--- src/rtl/hv_pkg.sv ---
package hv_pkg;

   typedef enum logic [1:0] {
      ST_IDLE  = 2'd0,
      ST_RUN   = 2'd1,
      ST_DRAIN = 2'd2
   } hv_state_e;

   localparam real HV_PI = 3.14159265358979323846;

   function automatic int q8_round(real v);
      real s;
      s = 256.0 * v;
      if (s >= 0.0) return $rtoi(s + 0.5);
      return -$rtoi(-s + 0.5);
   endfunction

   function automatic int cos_q8(int a, int n);
      return q8_round($cos(HV_PI * a / n));
   endfunction

   function automatic int sin_q8(int a, int n);
      return q8_round($sin(HV_PI * a / n));
   endfunction

   function automatic int width_of(int n);
      return (n > 1) ? $clog2(n) : 1;
   endfunction

endpackage

--- src/rtl/hv_rho_lut.sv ---
module hv_rho_lut #(
   parameter int TILE_W = 2,
   parameter int TILE_H = 2,
   parameter int COS_Q8 = 256,
   parameter int SIN_Q8 = 0,
   parameter int RQ_W   = 16,
   parameter int SPLIT  = 1,
   localparam int LX_W  = hv_pkg::width_of(TILE_W),
   localparam int LY_W  = hv_pkg::width_of(TILE_H)
) (
   input  logic [LX_W-1:0]          lx_i,
   input  logic [LY_W-1:0]          ly_i,
   output logic signed [RQ_W-1:0]   rho_o
);

   if (SPLIT != 0) begin : g_split
      // condensed table: one column term per lx, one row term per ly
      logic signed [RQ_W-1:0] xtab [TILE_W];
      logic signed [RQ_W-1:0] ytab [TILE_H];
      for (genvar i = 0; i < TILE_W; i++) begin : g_x
         assign xtab[i] = RQ_W'(i * COS_Q8);
      end
      for (genvar j = 0; j < TILE_H; j++) begin : g_y
         assign ytab[j] = RQ_W'(j * SIN_Q8);
      end
      assign rho_o = xtab[lx_i] + ytab[ly_i];
   end else begin : g_full
      localparam int N_ENT = TILE_W * TILE_H;
      localparam int LI_W  = hv_pkg::width_of(N_ENT);
      logic signed [RQ_W-1:0] tab [N_ENT];
      logic [LI_W-1:0]        li;
      for (genvar i = 0; i < N_ENT; i++) begin : g_e
         assign tab[i] = RQ_W'((i % TILE_W) * COS_Q8 + (i / TILE_W) * SIN_Q8);
      end
      assign li    = LI_W'(32'(ly_i) * TILE_W + 32'(lx_i));
      assign rho_o = tab[li];
   end

endmodule

--- src/rtl/hv_tile_bin.sv ---
module hv_tile_bin #(
   parameter int RQ_W    = 16,
   parameter int IDX_W   = 4,
   parameter int N_RHO   = 13,
   parameter int ORG_Q8  = 0,
   parameter int BIAS_Q8 = 4608,
   parameter int SHIFT   = 10
) (
   input  logic                    clk_i,
   input  logic                    rst_ni,
   input  logic                    en_i,
   input  logic                    edge_i,
   input  logic signed [RQ_W-1:0]  rho_loc_i,
   output logic [IDX_W-1:0]        idx_o,
   output logic                    vote_o
);

   logic signed [RQ_W-1:0] rho_glb;
   logic signed [RQ_W-1:0] biased;

   // two-operand add of the tile origin term, then offset and half-bin
   assign rho_glb = rho_loc_i + RQ_W'(ORG_Q8);
   assign biased  = rho_glb + RQ_W'(BIAS_Q8);

   always_ff @(posedge clk_i or negedge rst_ni) begin
      if (!rst_ni) begin
         vote_o <= 1'b0;
         idx_o  <= '0;
      end else begin
         vote_o <= en_i & edge_i;
         if (en_i) idx_o <= biased[SHIFT +: IDX_W];
      end
   end

   p_bin_range_r3: assert property (@(posedge clk_i) disable iff (!rst_ni)
      en_i |-> (biased >= 0) && (32'(biased >>> SHIFT) < N_RHO));

endmodule

--- src/rtl/hv_merge_acc.sv ---
module hv_merge_acc #(
   parameter int N_TILES = 64,
   parameter int N_RHO   = 13,
   parameter int IDX_W   = 4,
   parameter int CNT_W   = 6,
   localparam int SUM_W  = $clog2(N_TILES + 1)
) (
   input  logic              clk_i,
   input  logic              rst_ni,
   input  logic              clr_i,
   input  logic              vote_i [N_TILES],
   input  logic [IDX_W-1:0]  idx_i  [N_TILES],
   input  logic [IDX_W-1:0]  rd_idx_i,
   output logic [CNT_W-1:0]  rd_cnt_o
);

   localparam int NW = CNT_W + SUM_W;
   localparam logic [CNT_W-1:0] CNT_MAX = '1;

   logic [CNT_W-1:0] acc_view [N_RHO];

   for (genvar b = 0; b < N_RHO; b++) begin : g_bin
      logic [SUM_W-1:0] hits;
      logic [NW-1:0]    nxt;
      logic [CNT_W-1:0] acc_q;

      // merge of all tile votes for this bin in one beat
      always_comb begin
         hits = '0;
         for (int t = 0; t < N_TILES; t++)
            hits = hits + SUM_W'(vote_i[t] && (32'(idx_i[t]) == b));
      end

      assign nxt = NW'(acc_q) + NW'(hits);

      always_ff @(posedge clk_i or negedge rst_ni) begin
         if (!rst_ni)                   acc_q <= '0;
         else if (clr_i)                acc_q <= '0;
         else if (nxt > NW'(CNT_MAX))   acc_q <= CNT_MAX;
         else                           acc_q <= nxt[CNT_W-1:0];
      end

      assign acc_view[b] = acc_q;

      p_clear_r2: assert property (@(posedge clk_i) disable iff (!rst_ni)
         clr_i |=> acc_q == '0);
      p_no_wrap_r5: assert property (@(posedge clk_i) disable iff (!rst_ni)
         !clr_i |=> acc_q >= $past(acc_q));
      p_sat_hold_r5: assert property (@(posedge clk_i) disable iff (!rst_ni)
         (acc_q == CNT_MAX) && !clr_i |=> acc_q == CNT_MAX);
   end

   assign rd_cnt_o = (32'(rd_idx_i) < N_RHO) ? acc_view[rd_idx_i] : '0;

endmodule

--- src/rtl/hough_grid_voter.sv ---
module hough_grid_voter #(
   parameter int IMG_W     = 16,
   parameter int IMG_H     = 16,
   parameter int GRID_X    = 8,
   parameter int GRID_Y    = 8,
   parameter int N_ANG     = 4,
   parameter int BIN_LOG2  = 2,
   parameter int CNT_W     = 6,
   parameter int LUT_SPLIT = 1,
   localparam int N_TILES  = GRID_X * GRID_Y,
   localparam int N_RHO    = ((2 * IMG_W + IMG_H) >> BIN_LOG2) + 1,
   localparam int IDX_W    = hv_pkg::width_of(N_RHO),
   localparam int ANG_W    = hv_pkg::width_of(N_ANG)
) (
   input  logic               clk_i,
   input  logic               rst_ni,
   input  logic               start_i,
   input  logic               pix_valid_i,
   input  logic [N_TILES-1:0] pix_edge_i,
   input  logic [ANG_W-1:0]   rd_ang_i,
   input  logic [IDX_W-1:0]   rd_rho_i,
   output logic               done_o,
   output logic [CNT_W-1:0]   rd_cnt_o
);

   localparam int TILE_W = IMG_W / GRID_X;
   localparam int TILE_H = IMG_H / GRID_Y;
   localparam int LX_W   = hv_pkg::width_of(TILE_W);
   localparam int LY_W   = hv_pkg::width_of(TILE_H);
   localparam int RQ_W   = $clog2((2 * IMG_W + IMG_H + 2) << 9) + 1;
   localparam int SHIFT  = 8 + BIN_LOG2;
   localparam int BIAS   = IMG_W * 256 + (1 << (SHIFT - 1));

   if (IMG_W % GRID_X != 0 || IMG_H % GRID_Y != 0) begin : g_bad_grid
      $error("image size must be a multiple of the tile grid");
   end
   if (N_ANG < 2 || CNT_W < 2 || BIN_LOG2 < 0) begin : g_bad_opt
      $error("need two or more angles, CNT_W >= 2, BIN_LOG2 >= 0");
   end

   hv_pkg::hv_state_e state_q;
   logic [LX_W-1:0]   lx_q;
   logic [LY_W-1:0]   ly_q;
   logic              beat, last_beat, clr;
   logic              s1_last_q, done_q;

   assign beat      = (state_q == hv_pkg::ST_RUN) && pix_valid_i;
   assign last_beat = beat && (lx_q == LX_W'(TILE_W - 1)) && (ly_q == LY_W'(TILE_H - 1));
   assign clr       = (state_q == hv_pkg::ST_IDLE) && start_i;

   always_ff @(posedge clk_i or negedge rst_ni) begin
      if (!rst_ni) begin
         state_q   <= hv_pkg::ST_IDLE;
         lx_q      <= '0;
         ly_q      <= '0;
         s1_last_q <= 1'b0;
         done_q    <= 1'b0;
      end else begin
         s1_last_q <= last_beat;
         done_q    <= s1_last_q;
         unique case (state_q)
            hv_pkg::ST_IDLE: if (start_i) begin
               state_q <= hv_pkg::ST_RUN;
               lx_q    <= '0;
               ly_q    <= '0;
            end
            hv_pkg::ST_RUN: if (beat) begin
               if (lx_q == LX_W'(TILE_W - 1)) begin
                  lx_q <= '0;
                  ly_q <= ly_q + 1'b1;
               end else begin
                  lx_q <= lx_q + 1'b1;
               end
               if (last_beat) state_q <= hv_pkg::ST_DRAIN;
            end
            hv_pkg::ST_DRAIN: if (s1_last_q) state_q <= hv_pkg::ST_IDLE;
            default: state_q <= hv_pkg::ST_IDLE;
         endcase
      end
   end

   assign done_o = done_q;

   logic [CNT_W-1:0] cnt_ang [N_ANG];

   for (genvar a = 0; a < N_ANG; a++) begin : g_ang
      localparam int C = hv_pkg::cos_q8(a, N_ANG);
      localparam int S = hv_pkg::sin_q8(a, N_ANG);
      logic signed [RQ_W-1:0] rho_loc;
      logic [IDX_W-1:0]       idx  [N_TILES];
      logic                   vote [N_TILES];

      hv_rho_lut #(
         .TILE_W(TILE_W), .TILE_H(TILE_H), .COS_Q8(C), .SIN_Q8(S),
         .RQ_W(RQ_W), .SPLIT(LUT_SPLIT)
      ) u_lut (
         .lx_i(lx_q), .ly_i(ly_q), .rho_o(rho_loc)
      );

      for (genvar t = 0; t < N_TILES; t++) begin : g_tile
         localparam int ORG = (t % GRID_X) * TILE_W * C + (t / GRID_X) * TILE_H * S;
         hv_tile_bin #(
            .RQ_W(RQ_W), .IDX_W(IDX_W), .N_RHO(N_RHO),
            .ORG_Q8(ORG), .BIAS_Q8(BIAS), .SHIFT(SHIFT)
         ) u_bin (
            .clk_i(clk_i), .rst_ni(rst_ni), .en_i(beat), .edge_i(pix_edge_i[t]),
            .rho_loc_i(rho_loc), .idx_o(idx[t]), .vote_o(vote[t])
         );
      end

      hv_merge_acc #(
         .N_TILES(N_TILES), .N_RHO(N_RHO), .IDX_W(IDX_W), .CNT_W(CNT_W)
      ) u_acc (
         .clk_i(clk_i), .rst_ni(rst_ni), .clr_i(clr),
         .vote_i(vote), .idx_i(idx),
         .rd_idx_i(rd_rho_i), .rd_cnt_o(cnt_ang[a])
      );
   end

   assign rd_cnt_o = (32'(rd_ang_i) < N_ANG) ? cnt_ang[rd_ang_i] : '0;

   p_done_pulse_r7: assert property (@(posedge clk_i) disable iff (!rst_ni)
      done_o |=> !done_o);
   p_done_gap_r7: assert property (@(posedge clk_i) disable iff (!rst_ni)
      last_beat |=> !done_o);
   p_start_run_r8: assert property (@(posedge clk_i) disable iff (!rst_ni)
      (state_q == hv_pkg::ST_RUN) && start_i && !pix_valid_i |=> $stable(lx_q) && $stable(ly_q));
   p_start_drain_r8: assert property (@(posedge clk_i) disable iff (!rst_ni)
      (state_q == hv_pkg::ST_DRAIN) && start_i |=> state_q != hv_pkg::ST_RUN);
   p_idle_quiet_r6: assert property (@(posedge clk_i) disable iff (!rst_ni)
      (state_q == hv_pkg::ST_IDLE) && !start_i |=> $stable(lx_q) && $stable(ly_q));

endmodule

--- config.mk ---
export PLATFORM = sky130hd
export DESIGN_NAME = hough_grid_voter
export DESIGN_NICKNAME = d
export VERILOG_FILES = /design/src/rtl/hv_pkg.sv /design/src/rtl/hv_rho_lut.sv /design/src/rtl/hv_tile_bin.sv /design/src/rtl/hv_merge_acc.sv /design/src/rtl/hough_grid_voter.sv
export SDC_FILE = /design/constraint.sdc
export NUM_CORES = 2
export LEC_CHECK = 0
export ABC_AREA = 1
export BUFFER_PORTS_ARGS = -buffer_cell sky130_fd_sc_hd__buf_2
export CAP_MARGIN = 10
export CORE_MARGIN = 2
export CORE_UTILIZATION = 39
export CTS_CLUSTER_DIAMETER = 80
export CTS_CLUSTER_SIZE = 30
export DETAILED_ROUTE_END_ITERATION = 10
export SYNTH_ARGS = -nofsm -noshare
export SYNTH_HDL_FRONTEND = slang
export SYNTH_SLANG_ARGS = --single-unit
--- constraint.sdc ---
create_clock -name clk_i -period 17.31 [get_ports clk_i]
set_input_delay 1.731 -clock clk_i [delete_from_list [all_inputs] [get_ports clk_i]]
set_output_delay 1.731 -clock clk_i [all_outputs]
set_load 0.01 [all_outputs]
==> impl_summary.md <==
Outcome
The flow ran to the end, and the final reports show no timing, DRC or antenna violations.

Synthesis
Of the synthesized area, sequential elements account for 0.124. Of all flip-flops after synthesis, the portion carrying an async set or reset was 1.00. The fraction of the mapped netlist area in compound gates came to 0.0555. The average cell area after synthesis is 8.93 um^2.

The Yosys step of the flow raised 0 warnings. The most used flip-flop cell after synthesis is dfrtp_1. The count of unique library cells instantiated by Yosys is 36. The xor/xnor share of the synthesized area is 0.0314. The simple-gate portion of the synthesized area is 0.113. The multiplexer share of the synthesized area is 0. The netlist area before placement is 0.0625 mm^2. Counting every instance in the synthesized netlist gives 6996. The flip-flop and latch count after synthesis is 310.

The fraction of the mapped netlist area in adder cells is 0.548. By area, the combinational part of the netlist is dominated by adder cells. The number of enable flip-flop cells after synthesis is 0.

Timing
Setup repair after global routing left no endpoint under its margin. The count of endpoints failing hold in the final timing report came to 0. The achievable clock frequency is 112 MHz.

Dividing the final minimum period by the clock period gives 0.516. Clock skew on the completed layout was measured at 0.0551 ns. The clock period minus worst slack is 8.93 ns. The number of pins with negative max-slew slack in the final report was 0. The sum of negative setup slack is 0 ns.

Setup violations remaining at the end of the flow were counted as 0. At the pin with the least slew margin, the transition time is 1.12 ns. The worst max-slew margin expressed relative to the limit is 0.252.

Critical path
The largest single stage delay on the critical path is 0.63 ns. By instance count, the cell type seen most on the critical path is fa_1. The largest fanout on the critical path is 35.

The worst setup path is launched from a register. The endpoint type of the worst setup path is a register. For the worst setup path, the data arrival time is 9.45 ns. The setup path with the least slack is of type register to register.

The master of the slowest instance on the critical path is dfrtp_4. STA puts the critical path data required time at 17.83 ns.

Die
The core outline area is 0.159 mm^2. The chip width is 404 um. The top-level port count is 81. The row count is 146. The vertical die dimension is 404 um.

The area of the die is 0.163 mm^2. The initial utilization of the core area, before any placement, comes to 0.394.

Placement
The final weighted congestion of routability-driven global placement is 0.985. The instance count after placement with tap cells included is 9825. The number of buffers added on ports is 80. The detailed placer's ending HPWL is 142 mm.

Global routing
The total global routing track utilization is 0.209. The via count of the first global-routing pass is 48320. Entering global routing, the biggest net connects 86 pins.

The first global-routing pass estimated 263 mm of wire. The initial antenna violation count is 9. Global routing finished with a remaining overflow of 0.

CTS
The clock latency reported for the late side of the worst-skew pair is 0.68 ns. The sink count of the clock tree is 310. In this run the deepest clock path goes through 3 buffers. The number of buffers inserted by post-CTS setup repair is 0.

The number of buffers inserted during clock tree synthesis is 30. Clock tree synthesis selected as its root buffer the cell clkbuf_16. The CTS clock-pin slew for the worst setup and hold paths is 0.08 ns. CTS built an H-tree with a depth of 1.

The hold buffer count at CTS is 0. TritonCTS built the clock tree. The post-cts repair resize count is 0.

Final layout
The final net count is 9912. The most frequent standard cell in the layout excluding fill and tap cells is inv_1. The count of cells in the finished layout, fillers not included, comes to 9881. The layout has 15845 filler cells. In the final layout, the share of cells above drive strength 1 is 0.0271. The count of antenna diodes in the layout is 0.

Across the whole layout, storage elements account for 0.00776 mm^2. Summing all multi-input logic gate instances after layout gives 0.0496 mm^2. The area growth from synthesis to layout is 10.6%. In the layout the commonest cells are inv_1 (1956), fa_1 (1138), ha_1 (915).

Job
The tool flagged a number of max-cap violations equal to 0.

Routing
The number of design rule violations left after detail routing is 0. Detailed routing inserted a total of 46117 vias. The total wire length after detailed routing is 165 mm. The average wire per standard cell is 16.7 um. Once detail routing completed, the nets flagged for antenna violations numbered 0.

The number of detailed-routing iterations run before antenna repair is 5. After detailed routing, the number of vias per cell comes to 4.67. The detailed router finished its first iteration with 3156 violations.

Hold path
The worst min-delay path category is register to register.
-- layout make-up --
cell class                      count  area share
Clock buffer                       32      0.0111
Tap cell                         2072      0.0375
Inverter                         1965       0.107
Timing Repair Buffer              102     0.00837
Clock inverter                     24     0.00534
Sequential cell                   310       0.112
Multi-Input combinational cell   5376       0.718
-- logic make-up after synthesis --
family | Yosys count
other | 2
AOI/OAI and AO/OA | 637
buffers and inverters | 2077
adders and majority gates | 2053
xor gates and xnor gates | 224
and+or+nand+nor | 1693
DFF | 310
-- flip-flops by register name, summed over array words and instances (netlist names) --
register	flops
done_o	1
g_ang.g_tile.u_bin.idx_o	12
g_ang.g_tile.u_bin.vote_o	64
g_ang.u_acc.g_bin.acc_q	228
lx_q	1
ly_q	1
s1_last_q	1
state_q	2
-- Yosys cell counts, types with 2 or more instances --
cell,instances,area (um^2)
a21o_1,42,315
xor2_1,141,1230
inv_2,4,15.0
dfrtp_1,310,7760
buf_2,44,220
a31oi_1,83,519
buf_1,10,37.5
clkinv_1,4,15.0
nand3_1,231,1160
nand4_1,103,644
fa_1,1138,22800
or2_2,42,263
inv_1,1957,7350
nor3_1,10,50.1
o21ai_1,25,125
nand3b_1,5,37.5
o21ai_0,116,581
xnor2_1,83,727
buf_4,7,52.6
o211ai_1,22,165
nor2_1,454,1700
a21oi_1,343,1720
ha_1,915,11400
conb_1,2,7.51
buf_6,9,101
clkbuf_1,39,146
and3_1,2,12.5
o21a_1,2,15.0
nand2_1,842,3160
a31o_2,2,17.5
buf_8,3,45.0
or2_1,2,12.5
-- metal layers --
layer / vias to the layer above / track usage / wire, um
met5: - / 0 / 41
met4: 6 / 0.0577 / 5630
met3: 236 / 0.0252 / 9800
met2: 1105 / 0.345 / 76400
met1: 22895 / 0.288 / 73100
li1: 21875 / - / -
-- critical path: cells and delay by family, from the launching register on --
family                   cells  cell delay (ns)
AO/OA/AOI/OAI                2             0.19
XOR/XNOR                     1             0.29
buffers and inverters        8             1.38
flip-flops                   1             0.63
adder cells (fa/ha/maj)     11             5.37
AND/OR/NAND/NOR              6             0.95
-- worst paths after layout --
kind | from | to | slack (ns) | cells after the start
min in group asynchronous | rst_ni | g_ang[3].u_acc.g_bin[9].acc_q[1] | 1.04 | 1
setup reg to reg | g_ang[0].g_tile[57].u_bin.idx_o[2] | g_ang[2].u_acc.g_bin[0].acc_q[1] | 8.38 | 28
setup / recovery | g_ang[0].g_tile[57].u_bin.idx_o[2] | g_ang[2].u_acc.g_bin[0].acc_q[1] | 8.38 | 28
hold reg to reg | s1_last_q | done_o | 0.39 | 0
max in group asynchronous | rst_ni | g_ang[0].g_tile[57].u_bin.idx_o[2] | 13.30 | 4
hold / removal | s1_last_q | done_o | 0.39 | 0
-- through the flow --
stage	utilization	hold slack, ns	worst slack (ns)	instance area, um^2
after global placement	0.428	0.374	8.46	67900
after floorplan	-	0.349	9.53	65400
after detailed placement	0.428	0.369	8.43	67900
after CTS	0.435	0.392	8.43	69100
final	0.435	0.391	8.38	69100
after global routing	0.435	0.396	7.96	69100
Power is not shown: default switching activity piles up to over one toggle a cycle in this logic, so the estimate is an artifact.
